## src/rtl/mixmul_pkg.sv

```systemverilog
package mixmul_pkg;
  localparam int unsigned MM_W = 16;

  typedef enum logic {
    HALF_LSP = 1'b0,
    HALF_MSP = 1'b1
  } half_e;
endpackage

```

## src/rtl/mm_rst_sync.sv

```systemverilog
module mm_rst_sync #(
  parameter int unsigned STAGES = 2
) (
  input  logic clk,
  input  logic rst_n,
  output logic rst_sn
);
  logic [STAGES-1:0] sync_r;
  logic [STAGES-1:0] sync_n;

  always_comb begin
    sync_n = {sync_r[STAGES-2:0], 1'b1};
  end

  always_ff @(posedge clk or negedge rst_n) begin
    if (!rst_n) sync_r <= '0;
    else        sync_r <= sync_n;
  end

  assign rst_sn = sync_r[STAGES-1];
endmodule

```

## src/rtl/mm_opnd_reg.sv

```systemverilog
module mm_opnd_reg #(
  parameter int unsigned W = 16
) (
  input  logic         clk,
  input  logic         rst_n,
  input  logic         ld,
  input  logic [W-1:0] d,
  input  logic         tc_d,
  output logic [W-1:0] q,
  output logic         tc_q
);
  logic [W-1:0] val_r, val_n;
  logic         tc_r, tc_n;

  always_comb begin
    val_n = val_r;
    tc_n  = tc_r;
    if (ld) begin
      val_n = d;
      tc_n  = tc_d;
    end
  end

  always_ff @(posedge clk or negedge rst_n) begin
    if (!rst_n) begin
      val_r <= '0;
      tc_r  <= 1'b0;
    end else begin
      val_r <= val_n;
      tc_r  <= tc_n;
    end
  end

  assign q    = val_r;
  assign tc_q = tc_r;
endmodule

```

## src/rtl/mm_prod_core.sv

```systemverilog
module mm_prod_core #(
  parameter int unsigned W = 16
) (
  input  logic [W-1:0] x,
  input  logic         x_tc,
  input  logic [W-1:0] y,
  input  logic         y_tc,
  input  logic         rnd,
  input  logic         fa,
  output logic [W-1:0] msp,
  output logic [W-1:0] lsp
);
  localparam int unsigned PW = 2 * W;
  localparam int unsigned EW = PW + 2;

  logic signed [W:0]    xs, ys;
  logic signed [EW-1:0] xw, yw;
  logic [PW-1:0]        prod, rinc, sum;

  always_comb begin
    xs   = $signed({x_tc & x[W-1], x});
    ys   = $signed({y_tc & y[W-1], y});
    xw   = EW'(xs);
    yw   = EW'(ys);
    prod = PW'(xw * yw);
    rinc = '0;
    if (rnd) begin
      if (fa) rinc[W-2] = 1'b1;
      else    rinc[W-1] = 1'b1;
    end
    sum = prod + rinc;
    if (fa) begin
      msp = sum[PW-2:W-1];
      lsp = {sum[PW-2], sum[W-2:0]};
    end else begin
      msp = sum[PW-1:W];
      lsp = sum[W-1:0];
    end
  end
endmodule

```

## src/rtl/mm_half_reg.sv

```systemverilog
module mm_half_reg #(
  parameter int unsigned W = 16
) (
  input  logic         clk,
  input  logic         rst_n,
  input  logic         ld,
  input  logic         ft,
  input  logic [W-1:0] d,
  output logic [W-1:0] o
);
  logic [W-1:0] q_r, q_n;
  logic         cap_en;

  always_comb begin
    cap_en = ld & ~ft;
    q_n    = cap_en ? d : q_r;
  end

  always_ff @(posedge clk or negedge rst_n) begin
    if (!rst_n) q_r <= '0;
    else        q_r <= q_n;
  end

  assign o = ft ? d : q_r;
endmodule

```

## src/rtl/mm_out_steer.sv

```systemverilog
module mm_out_steer
  import mixmul_pkg::*;
#(
  parameter int unsigned W = 16
) (
  input  logic         sel_msp,
  input  logic         prod_oe,
  input  logic         lsp_oe,
  input  logic [W-1:0] msp,
  input  logic [W-1:0] lsp,
  output logic [W-1:0] prod_out,
  output logic         prod_en,
  output logic [W-1:0] y_out,
  output logic         y_en
);
  half_e src;

  always_comb begin
    src      = half_e'(sel_msp);
    prod_out = '0;
    if (prod_oe) prod_out = (src == HALF_MSP) ? msp : lsp;
    prod_en  = prod_oe;
    y_out    = lsp_oe ? lsp : '0;
    y_en     = lsp_oe;
  end
endmodule

```

## src/rtl/mixmul16.sv

```systemverilog
module mixmul16
  import mixmul_pkg::*;
#(
  parameter int unsigned W = MM_W
) (
  input  logic         clk,
  input  logic         rst_n,
  input  logic [W-1:0] x_in,
  input  logic         x_tc,
  input  logic         x_ld,
  input  logic [W-1:0] y_in,
  input  logic         y_tc,
  input  logic         y_ld,
  input  logic         rnd,
  input  logic         fmt_adj,
  input  logic         msp_ld,
  input  logic         lsp_ld,
  input  logic         flow_thru,
  input  logic         sel_msp,
  input  logic         prod_oe,
  input  logic         lsp_oe,
  output logic [W-1:0] prod_out,
  output logic         prod_en,
  output logic [W-1:0] y_out,
  output logic         y_en
);
  logic         rst_sn;
  logic [W-1:0] x_q, y_q;
  logic         x_tc_q, y_tc_q;
  logic         rnd_r, rnd_n;
  logic [W-1:0] core_msp, core_lsp;
  logic [W-1:0] msp_o, lsp_o;

  mm_rst_sync #(.STAGES(2)) u_rst_sync (
    .clk(clk), .rst_n(rst_n), .rst_sn(rst_sn)
  );

  mm_opnd_reg #(.W(W)) u_xreg (
    .clk(clk), .rst_n(rst_sn), .ld(x_ld), .d(x_in), .tc_d(x_tc),
    .q(x_q), .tc_q(x_tc_q)
  );

  mm_opnd_reg #(.W(W)) u_yreg (
    .clk(clk), .rst_n(rst_sn), .ld(y_ld), .d(y_in), .tc_d(y_tc),
    .q(y_q), .tc_q(y_tc_q)
  );

  always_comb begin
    rnd_n = (x_ld | y_ld) ? rnd : rnd_r;
  end

  always_ff @(posedge clk or negedge rst_sn) begin
    if (!rst_sn) rnd_r <= 1'b0;
    else         rnd_r <= rnd_n;
  end

  mm_prod_core #(.W(W)) u_core (
    .x(x_q), .x_tc(x_tc_q), .y(y_q), .y_tc(y_tc_q),
    .rnd(rnd_r), .fa(fmt_adj), .msp(core_msp), .lsp(core_lsp)
  );

  mm_half_reg #(.W(W)) u_msp (
    .clk(clk), .rst_n(rst_sn), .ld(msp_ld), .ft(flow_thru),
    .d(core_msp), .o(msp_o)
  );

  mm_half_reg #(.W(W)) u_lsp (
    .clk(clk), .rst_n(rst_sn), .ld(lsp_ld), .ft(flow_thru),
    .d(core_lsp), .o(lsp_o)
  );

  mm_out_steer #(.W(W)) u_steer (
    .sel_msp(sel_msp), .prod_oe(prod_oe), .lsp_oe(lsp_oe),
    .msp(msp_o), .lsp(lsp_o),
    .prod_out(prod_out), .prod_en(prod_en), .y_out(y_out), .y_en(y_en)
  );
endmodule

```

## config.mk

```make
export PLATFORM = sky130hd
export DESIGN_NAME = mixmul16
export DESIGN_NICKNAME = d
export VERILOG_FILES = /design/src/rtl/mixmul_pkg.sv /design/src/rtl/mm_rst_sync.sv /design/src/rtl/mm_opnd_reg.sv /design/src/rtl/mm_prod_core.sv /design/src/rtl/mm_half_reg.sv /design/src/rtl/mm_out_steer.sv /design/src/rtl/mixmul16.sv
export SDC_FILE = /design/constraint.sdc
export NUM_CORES = 1
export LEC_CHECK = 0
export ABC_CLOCK_PERIOD_IN_PS = 13900
export CORE_ASPECT_RATIO = 1.2
export CORE_MARGIN = 1.5
export CORE_UTILIZATION = 40
export DETAILED_ROUTE_END_ITERATION = 6
export DONT_BUFFER_PORTS = 1
export HOLD_SLACK_MARGIN = 0.15
export PLACE_DENSITY = 0.55
export SETUP_SLACK_MARGIN = 0.2
export SLEW_MARGIN = 20
export SYNTH_ARGS = -nofsm -noshare
export SYNTH_HDL_FRONTEND = slang
export SYNTH_SLANG_ARGS = --single-unit
```

## constraint.sdc

```tcl
create_clock -name clk -period 13.9 [get_ports clk]
set_clock_uncertainty 0.2 [all_clocks]
set_input_delay 2.78 -clock clk [delete_from_list [all_inputs] [get_ports clk]]
set_output_delay 2.78 -clock clk [all_outputs]
set_load 0.03 [all_outputs]
```

==> results of run 1 <==
## metal layers
metal  global-route usage, %  wire [um]  up-vias
met5                       0          0        -
met4                    6.84       1090        0
met3                    2.64       1420       59
met2                    36.5      18300      193
met1                    27.3      15200     5073
li1                        -          -     4465
## area by class of cell
cell class                      instances  area [um2]
Timing Repair Buffer                   11        85.1
Fill cell                            3444       20100
Clock inverter                          7         105
Multi-Input combinational cell       1042       10800
Sequential cell                        69        1730
Tap cell                              462         578
Clock buffer                            9         225
Inverter                              327        1230
## kinds of logic after synthesis
kind of cell | Yosys count
compound gates | 146
xor+xnor | 38
fa+ha+maj | 364
buf+inv | 401
flops | 69
mux | 72
other cells | 1
simple gates | 421
## cells in the mapped netlist (all sizes together) (27+ instances only)
cell type	instances
clkbuf	66
o21ai	45
xnor2	27
a21oi	36
dfrtp	69
mux2	49
inv	327
ha	80
fa	284
and2	126
nand2	195
nor2	41
## stage by stage
step	hold WS [ps]	worst slack, ps	cell area (um2)
3_3_place_gp	-87.6	2270	14400
4_1_cts	154	2180	14800
2_1_floorplan	131	2450	14100
5_1_grt	163	1900	14800
3_5_place_dp	-85.0	2170	14400
6_report	150	2260	14800
## worst max-delay path, stage by stage
cell and delay [ps]:
inv_1 290, nand2_1 140, fa_1 560, inv_1 60, fa_1 530, fa_1 450
fa_1 540, inv_1 50, fa_1 470, inv_1 40, ha_1 350, a21oi_1 160
o21ai_0 110, a32oi_1 370, nand2_1 170, a21o_1 200, a21oi_1 170, xnor2_1 160
a211oi_1 140, a2111oi_2 910
## sequential cells by signal, summed over array words and instances (netlist names)
signal	flops
u_rst_sync.sync_r	2
rnd_r	1
u_yreg.tc_q	1
u_msp.q_r	16
u_yreg.q	16
u_lsp.q_r	16
u_xreg.tc_q	1
u_xreg.q	16
## layout by cell type, fill, tap and decap left out, drive strengths merged, types with 27 or more instances in the layout
cell type  instances
fa               284
a21oi             36
ha                80
and2             126
xnor2             27
o21ai             45
inv              330
mux2              49
dfrtp             69
nor2              41
nand2            195
## path summary, 6_finish.rpt
check,startpoint,endpoint
max,fmt_adj,prod_out[5]
min,u_rst_sync.sync_r[0],u_rst_sync.sync_r[1]
max reg2reg,u_xreg.tc_q,u_msp.q_r[15]
min reg2reg,u_rst_sync.sync_r[0],u_rst_sync.sync_r[1]
max in group asynchronous,rst_n,u_rst_sync.sync_r[0]
min in group asynchronous,u_rst_sync.sync_r[1],u_yreg.q[11]
==> metrics.txt, run 1 <==
# TYPE chip_impl_metric gauge
chip_impl_info{name="outcome",value="complete, no violations"} 1
chip_impl_metric{name="synth-xor-area-share",unit="%"} 2.41
chip_impl_metric{name="hold_depth",unit=""} 0
chip_impl_info{name="synthDominantAreaCellType",value="fa_1"} 1
chip_impl_metric{name="grt_start_max_net_pins",unit=""} 60
chip_impl_metric{name="postSynthNetCount",unit=""} 1922
chip_impl_metric{name="synth-compound-area-share",unit="%"} 6.89
chip_impl_metric{name="dieArea",unit="um2"} 36500
chip_impl_metric{name="rr_worst_depth",unit=""} 21
chip_impl_metric{name="place_congestion",unit=""} 0.854
chip_impl_metric{name="cts_setup_buffers",unit=""} 0
chip_impl_metric{name="post_cts_hold_buffer_count",unit=""} 1
chip_impl_metric{name="final-max-slew-violation-count",unit=""} 0
chip_impl_metric{name="clock_latency",unit="ps"} 350
chip_impl_metric{name="synth-edff-count",unit=""} 0
chip_impl_metric{name="simple_gate_share_of_the_synthesized_area",unit="%"} 14.5
chip_impl_metric{name="final-instance-count-excl-fill",unit=""} 1927
chip_impl_metric{name="postSynthCellCount",unit=""} 1512
chip_impl_metric{name="starting_density_of_the_core",unit="%"} 40.5
chip_impl_metric{name="ys.warnings.count",unit=""} 0
chip_impl_info{name="tritoncts_clock_tree",value="built"} 1
chip_impl_metric{name="first_global_vias",unit=""} 10800
chip_impl_metric{name="remaining_drc_errors",unit=""} 0
chip_impl_metric{name="placed_cells_incl_taps",unit=""} 1910
chip_impl_metric{name="globalRouteTotalUtil",unit="%"} 21.1
chip_impl_metric{name="routed_wirelength",unit="um"} 36100
chip_impl_metric{name="ios",unit=""} 80
chip_impl_metric{name="maxCapViolations",unit=""} 0
chip_impl_metric{name="async_reset_ff_share",unit="%"} 100
chip_impl_metric{name="cts-htree-levels",unit=""} 3
chip_impl_metric{name="synth_seq_cells",unit=""} 69
chip_impl_metric{name="fin_crit_sh",unit="%"} 83.8
chip_impl_metric{name="grt_pass1_wl",unit="um"} 59600
chip_impl_metric{name="final-setup-viol-count",unit=""} 0
chip_impl_metric{name="yosys.area_share.adder",unit="%"} 47.3
chip_impl_metric{name="critical_path.max_fanout",unit=""} 27
chip_impl_metric{name="yosys.cell_types.count",unit=""} 63
chip_impl_metric{name="detailedRoute.firstIterationViolations",unit=""} 362
chip_impl_info{name="ys.flop_type",value="dfrtp_1"} 1
chip_impl_metric{name="cts_repair_resize_count",unit=""} 0
chip_impl_metric{name="route.antenna.remaining_nets",unit=""} 0
chip_impl_metric{name="tightest_slew",unit="ps"} 998
chip_impl_metric{name="synth.area.mux_share",unit="%"} 5.53
chip_impl_metric{name="clk_pin_slew_worst_paths",unit="ps"} 70
chip_impl_metric{name="timing.fmax",unit="GHz"} 0.0859
chip_impl_info{name="critPathLaunchType",value="input port"} 1
chip_impl_metric{name="ctsLongestPathBuffers",unit=""} 2
chip_impl_metric{name="drive_above_1_share",unit="%"} 6.96
chip_impl_metric{name="firstDrtPassIters",unit=""} 5
chip_impl_info{name="timing.setup.critical_path_class",value="input port to output pin"} 1
chip_impl_metric{name="via_per_inst",unit=""} 5.08
chip_impl_metric{name="tns",unit="ps"} 0
chip_impl_metric{name="post-dp-hpwl",unit="um"} 29300
chip_impl_metric{name="dieWidth",unit="um"} 175
chip_impl_metric{name="core-area",unit="um2"} 34900
chip_impl_metric{name="post-route-min-period",unit="ps"} 11640
chip_impl_metric{name="setup.reg_to_reg.worst_slack",unit="ps"} 6280
chip_impl_info{name="cts.root.buffer_cell",value="clkbuf_16"} 1
chip_impl_metric{name="cts_made_buffers",unit=""} 9
chip_impl_metric{name="clock_sinks",unit=""} 69
chip_impl_metric{name="netlist_area",unit="um2"} 14100
chip_impl_metric{name="grt_overflow",unit=""} 0
chip_impl_info{name="yosys-top-cells-area",value="fa_1 40%, dfrtp_1 12%, inv_1 8.7%"} 1
chip_impl_metric{name="count_of_buffers_from_port_buffering",unit=""} 0
chip_impl_info{name="worstHoldPathType",value="register to register"} 1
chip_impl_metric{name="final_hold_viol_count",unit=""} 0
chip_impl_metric{name="worst-endpoint-arrival",unit="ps"} 8660
chip_impl_metric{name="area_growth",unit="%"} 4.50
chip_impl_metric{name="timing.slew.headroom",unit="%"} 33.4
chip_impl_info{name="setup_crit_end_kind",value="output pin"} 1
chip_impl_metric{name="crit_required",unit="ps"} 10920
chip_impl_metric{name="synthesis.area_per_instance",unit="um2"} 9.36
chip_impl_info{name="largest_family_of_logic_cells_by_synthesized_area",value="adder cells"} 1
chip_impl_metric{name="drt-wirelength-per-cell",unit="um"} 18.7
chip_impl_metric{name="yosysSeqAreaShare",unit="%"} 12.2
chip_impl_metric{name="fp-row-count",unit=""} 75
chip_impl_metric{name="dieHeight",unit="um"} 209
chip_impl_metric{name="antennaDiodeCount",unit=""} 0
chip_impl_info{name="unrepaired_setup_endpoints_after_global_routing",value="no"} 1
chip_impl_metric{name="netlist.area_leader.share",unit="%"} 40.2
chip_impl_metric{name="finalCoreUtilization",unit="%"} 42.4
chip_impl_metric{name="total_vias_in_the_final_route",unit=""} 9790
chip_impl_metric{name="grt_antenna_before_repair",unit=""} 0
chip_impl_metric{name="final_nets",unit=""} 1870
Power of run 1 is left out: the tool's default activity adds up to more than one toggle a clock period on the data nets, which glitch-free logic cannot reach.
==> inputs of run 2 (changes only) <==
ABC_CLOCK_PERIOD_IN_PS = 12100   (was 13900)
clock period = 12.1 ns   (was 13.9 ns; I/O delays follow)
==> metrics.txt, run 2 (synthesis results as in run 1) <==
# TYPE chip_impl_metric gauge
chip_impl_info{name="outcome",value="complete, no violations"} 1
chip_impl_metric{name="post-route-min-period",unit="ps"} 10680
chip_impl_info{name="timing.critical_path.cells",value="inv_1 -> nand2_1 -> fa_1 -> inv_1 -> fa_1 -> fa_1 -> fa_1 -> inv_1 -> fa_1 -> inv_1 -> ha_1 -> a21oi_1 -> o21ai_0 -> a32oi_1 -> nand2_1 -> a21o_1 -> a21oi_1 -> xnor2_1 -> a211oi_1 -> a2111oi_2 -> buf_4"} 1
chip_impl_metric{name="route.antenna.remaining_nets",unit=""} 0
chip_impl_metric{name="first_global_vias",unit=""} 10800
chip_impl_metric{name="grt_pass1_wl",unit="um"} 59700
chip_impl_metric{name="final_nets",unit=""} 1878
chip_impl_metric{name="grt_start_max_net_pins",unit=""} 60
chip_impl_metric{name="grt_antenna_before_repair",unit=""} 0
chip_impl_metric{name="dieHeight",unit="um"} 209
chip_impl_info{name="cts.root.buffer_cell",value="clkbuf_16"} 1
chip_impl_metric{name="timing.fmax",unit="GHz"} 0.0936
chip_impl_metric{name="clock_latency",unit="ps"} 350
chip_impl_metric{name="timing.critical_path.slowest_cell_delay",unit="ps"} 560
chip_impl_metric{name="remaining_drc_errors",unit=""} 0
chip_impl_info{name="critPathLaunchType",value="input port"} 1
chip_impl_metric{name="ios",unit=""} 80
chip_impl_metric{name="worst-endpoint-arrival",unit="ps"} 8060
chip_impl_metric{name="final-setup-viol-count",unit=""} 0
chip_impl_metric{name="drive_above_1_share",unit="%"} 7.40
chip_impl_metric{name="firstDrtPassIters",unit=""} 5
chip_impl_metric{name="timing.slew.headroom",unit="%"} 40.5
chip_impl_metric{name="fp-row-count",unit=""} 75
chip_impl_metric{name="cts_repair_resize_count",unit=""} 0
chip_impl_metric{name="dieArea",unit="um2"} 36500
chip_impl_metric{name="path_buf_inv",unit=""} 5
chip_impl_metric{name="cts_made_buffers",unit=""} 9
chip_impl_info{name="crit_family",value="adder cells"} 1
chip_impl_metric{name="post_cts_hold_buffer_count",unit=""} 1
chip_impl_metric{name="clk_pin_slew_worst_paths",unit="ps"} 60
chip_impl_metric{name="ctsLongestPathBuffers",unit=""} 2
chip_impl_info{name="setup_crit_end_kind",value="output pin"} 1
chip_impl_metric{name="via_per_inst",unit=""} 5.10
chip_impl_info{name="crit_path_frequent_cell",value="fa_1"} 1
chip_impl_info{name="timing.setup.critical_path_class",value="input port to output pin"} 1
chip_impl_metric{name="final-max-slew-violation-count",unit=""} 0
chip_impl_metric{name="cts_setup_buffers",unit=""} 0
chip_impl_info{name="timing.critical_path.slowest_stage_cell",value="fa_1"} 1
chip_impl_metric{name="area_growth",unit="%"} 4.72
chip_impl_metric{name="final_hold_viol_count",unit=""} 0
chip_impl_metric{name="total_vias_in_the_final_route",unit=""} 9870
chip_impl_metric{name="crit_required",unit="ps"} 9480
chip_impl_metric{name="detailedRoute.firstIterationViolations",unit=""} 455
chip_impl_metric{name="drt-wirelength-per-cell",unit="um"} 18.6
chip_impl_metric{name="dieWidth",unit="um"} 175
chip_impl_metric{name="hold-worst-slack",unit="ps"} 158
chip_impl_metric{name="core-area",unit="um2"} 34900
chip_impl_metric{name="setup.reg_to_reg.worst_slack",unit="ps"} 4560
chip_impl_metric{name="count_of_buffers_from_port_buffering",unit=""} 0
chip_impl_info{name="worstHoldPathType",value="register to register"} 1
chip_impl_metric{name="tns",unit="ps"} 0
chip_impl_metric{name="cts-htree-levels",unit=""} 3
chip_impl_metric{name="fin_crit_sh",unit="%"} 88.3
chip_impl_metric{name="clock_sinks",unit=""} 69
chip_impl_info{name="tritoncts_clock_tree",value="built"} 1
chip_impl_info{name="layout_commonest_cell",value="inv_1"} 1
chip_impl_metric{name="post-dp-hpwl",unit="um"} 30000
chip_impl_metric{name="starting_density_of_the_core",unit="%"} 40.5
chip_impl_metric{name="maxCapViolations",unit=""} 0
chip_impl_metric{name="place_congestion",unit=""} 0.840
chip_impl_metric{name="tightest_slew",unit="ps"} 891
chip_impl_info{name="layout_common_cells",value="327 x inv_1, 284 x fa_1, 195 x nand2_1"} 1
chip_impl_metric{name="grt_overflow",unit=""} 0
chip_impl_metric{name="fillers",unit=""} 3500
chip_impl_metric{name="antennaDiodeCount",unit=""} 0
chip_impl_metric{name="globalRouteTotalUtil",unit="%"} 21.2
chip_impl_info{name="unrepaired_setup_endpoints_after_global_routing",value="no"} 1
chip_impl_metric{name="critical_path.max_fanout",unit=""} 27
chip_impl_metric{name="routed_wirelength",unit="um"} 36100
run 2: changes by cell type in the layout (fill, tap and decap cells not counted), sizes merged:
cell      delta
clkinv       +3
clkinvlp     -1
inv          -2
clkbuf       +1
buf          +8
bufinv       -1
run 2: path summary, 6_finish.rpt:
check / to / startpoint / cells past startpoint
worst max-delay path: prod_out[5] / fmt_adj / 21
worst min-delay path: u_rst_sync.sync_r[1] / u_rst_sync.sync_r[0] / 0
worst max register to register: u_msp.q_r[15] / u_yreg.q[15] / 21
worst min register to register: u_rst_sync.sync_r[1] / u_rst_sync.sync_r[0] / 0
max in group asynchronous: u_rst_sync.sync_r[1] / rst_n / 0
min in group asynchronous: u_yreg.q[11] / u_rst_sync.sync_r[1] / 1
run 2: per-layer routing:
layer	global-route usage, %	up-vias	routed length (um)
met5	0	-	0
met4	4.80	0	823
met3	2.35	43	1150
met2	38.1	185	19000
met1	27.2	5159	15100
li1	-	4483	-
run 2: through the flow:
step,util (%),instances,area (um2),setup slack [ps]
2_1_floorplan,-,1512,14100,1370
3_3_place_gp,41.6,1918,14500,1450
3_5_place_dp,41.6,1918,14500,1400
4_1_cts,42.4,1935,14800,1390
5_1_grt,42.4,1935,14800,1020
6_report,42.4,1935,14800,1420
run 2: final cells by class:
type | instances | area, um2 | share of cell area, %
Clock buffer | 10 | 229 | 1.55
Tap cell | 462 | 578 | 3.90
Sequential cell | 69 | 1730 | 11.7
Inverter | 327 | 1230 | 8.28
Multi-Input combinational cell | 1042 | 10800 | 73.1
Timing Repair Buffer | 19 | 145 | 0.980
Clock inverter | 6 | 72.6 | 0.490
Power of run 2 is left out for the same reason.
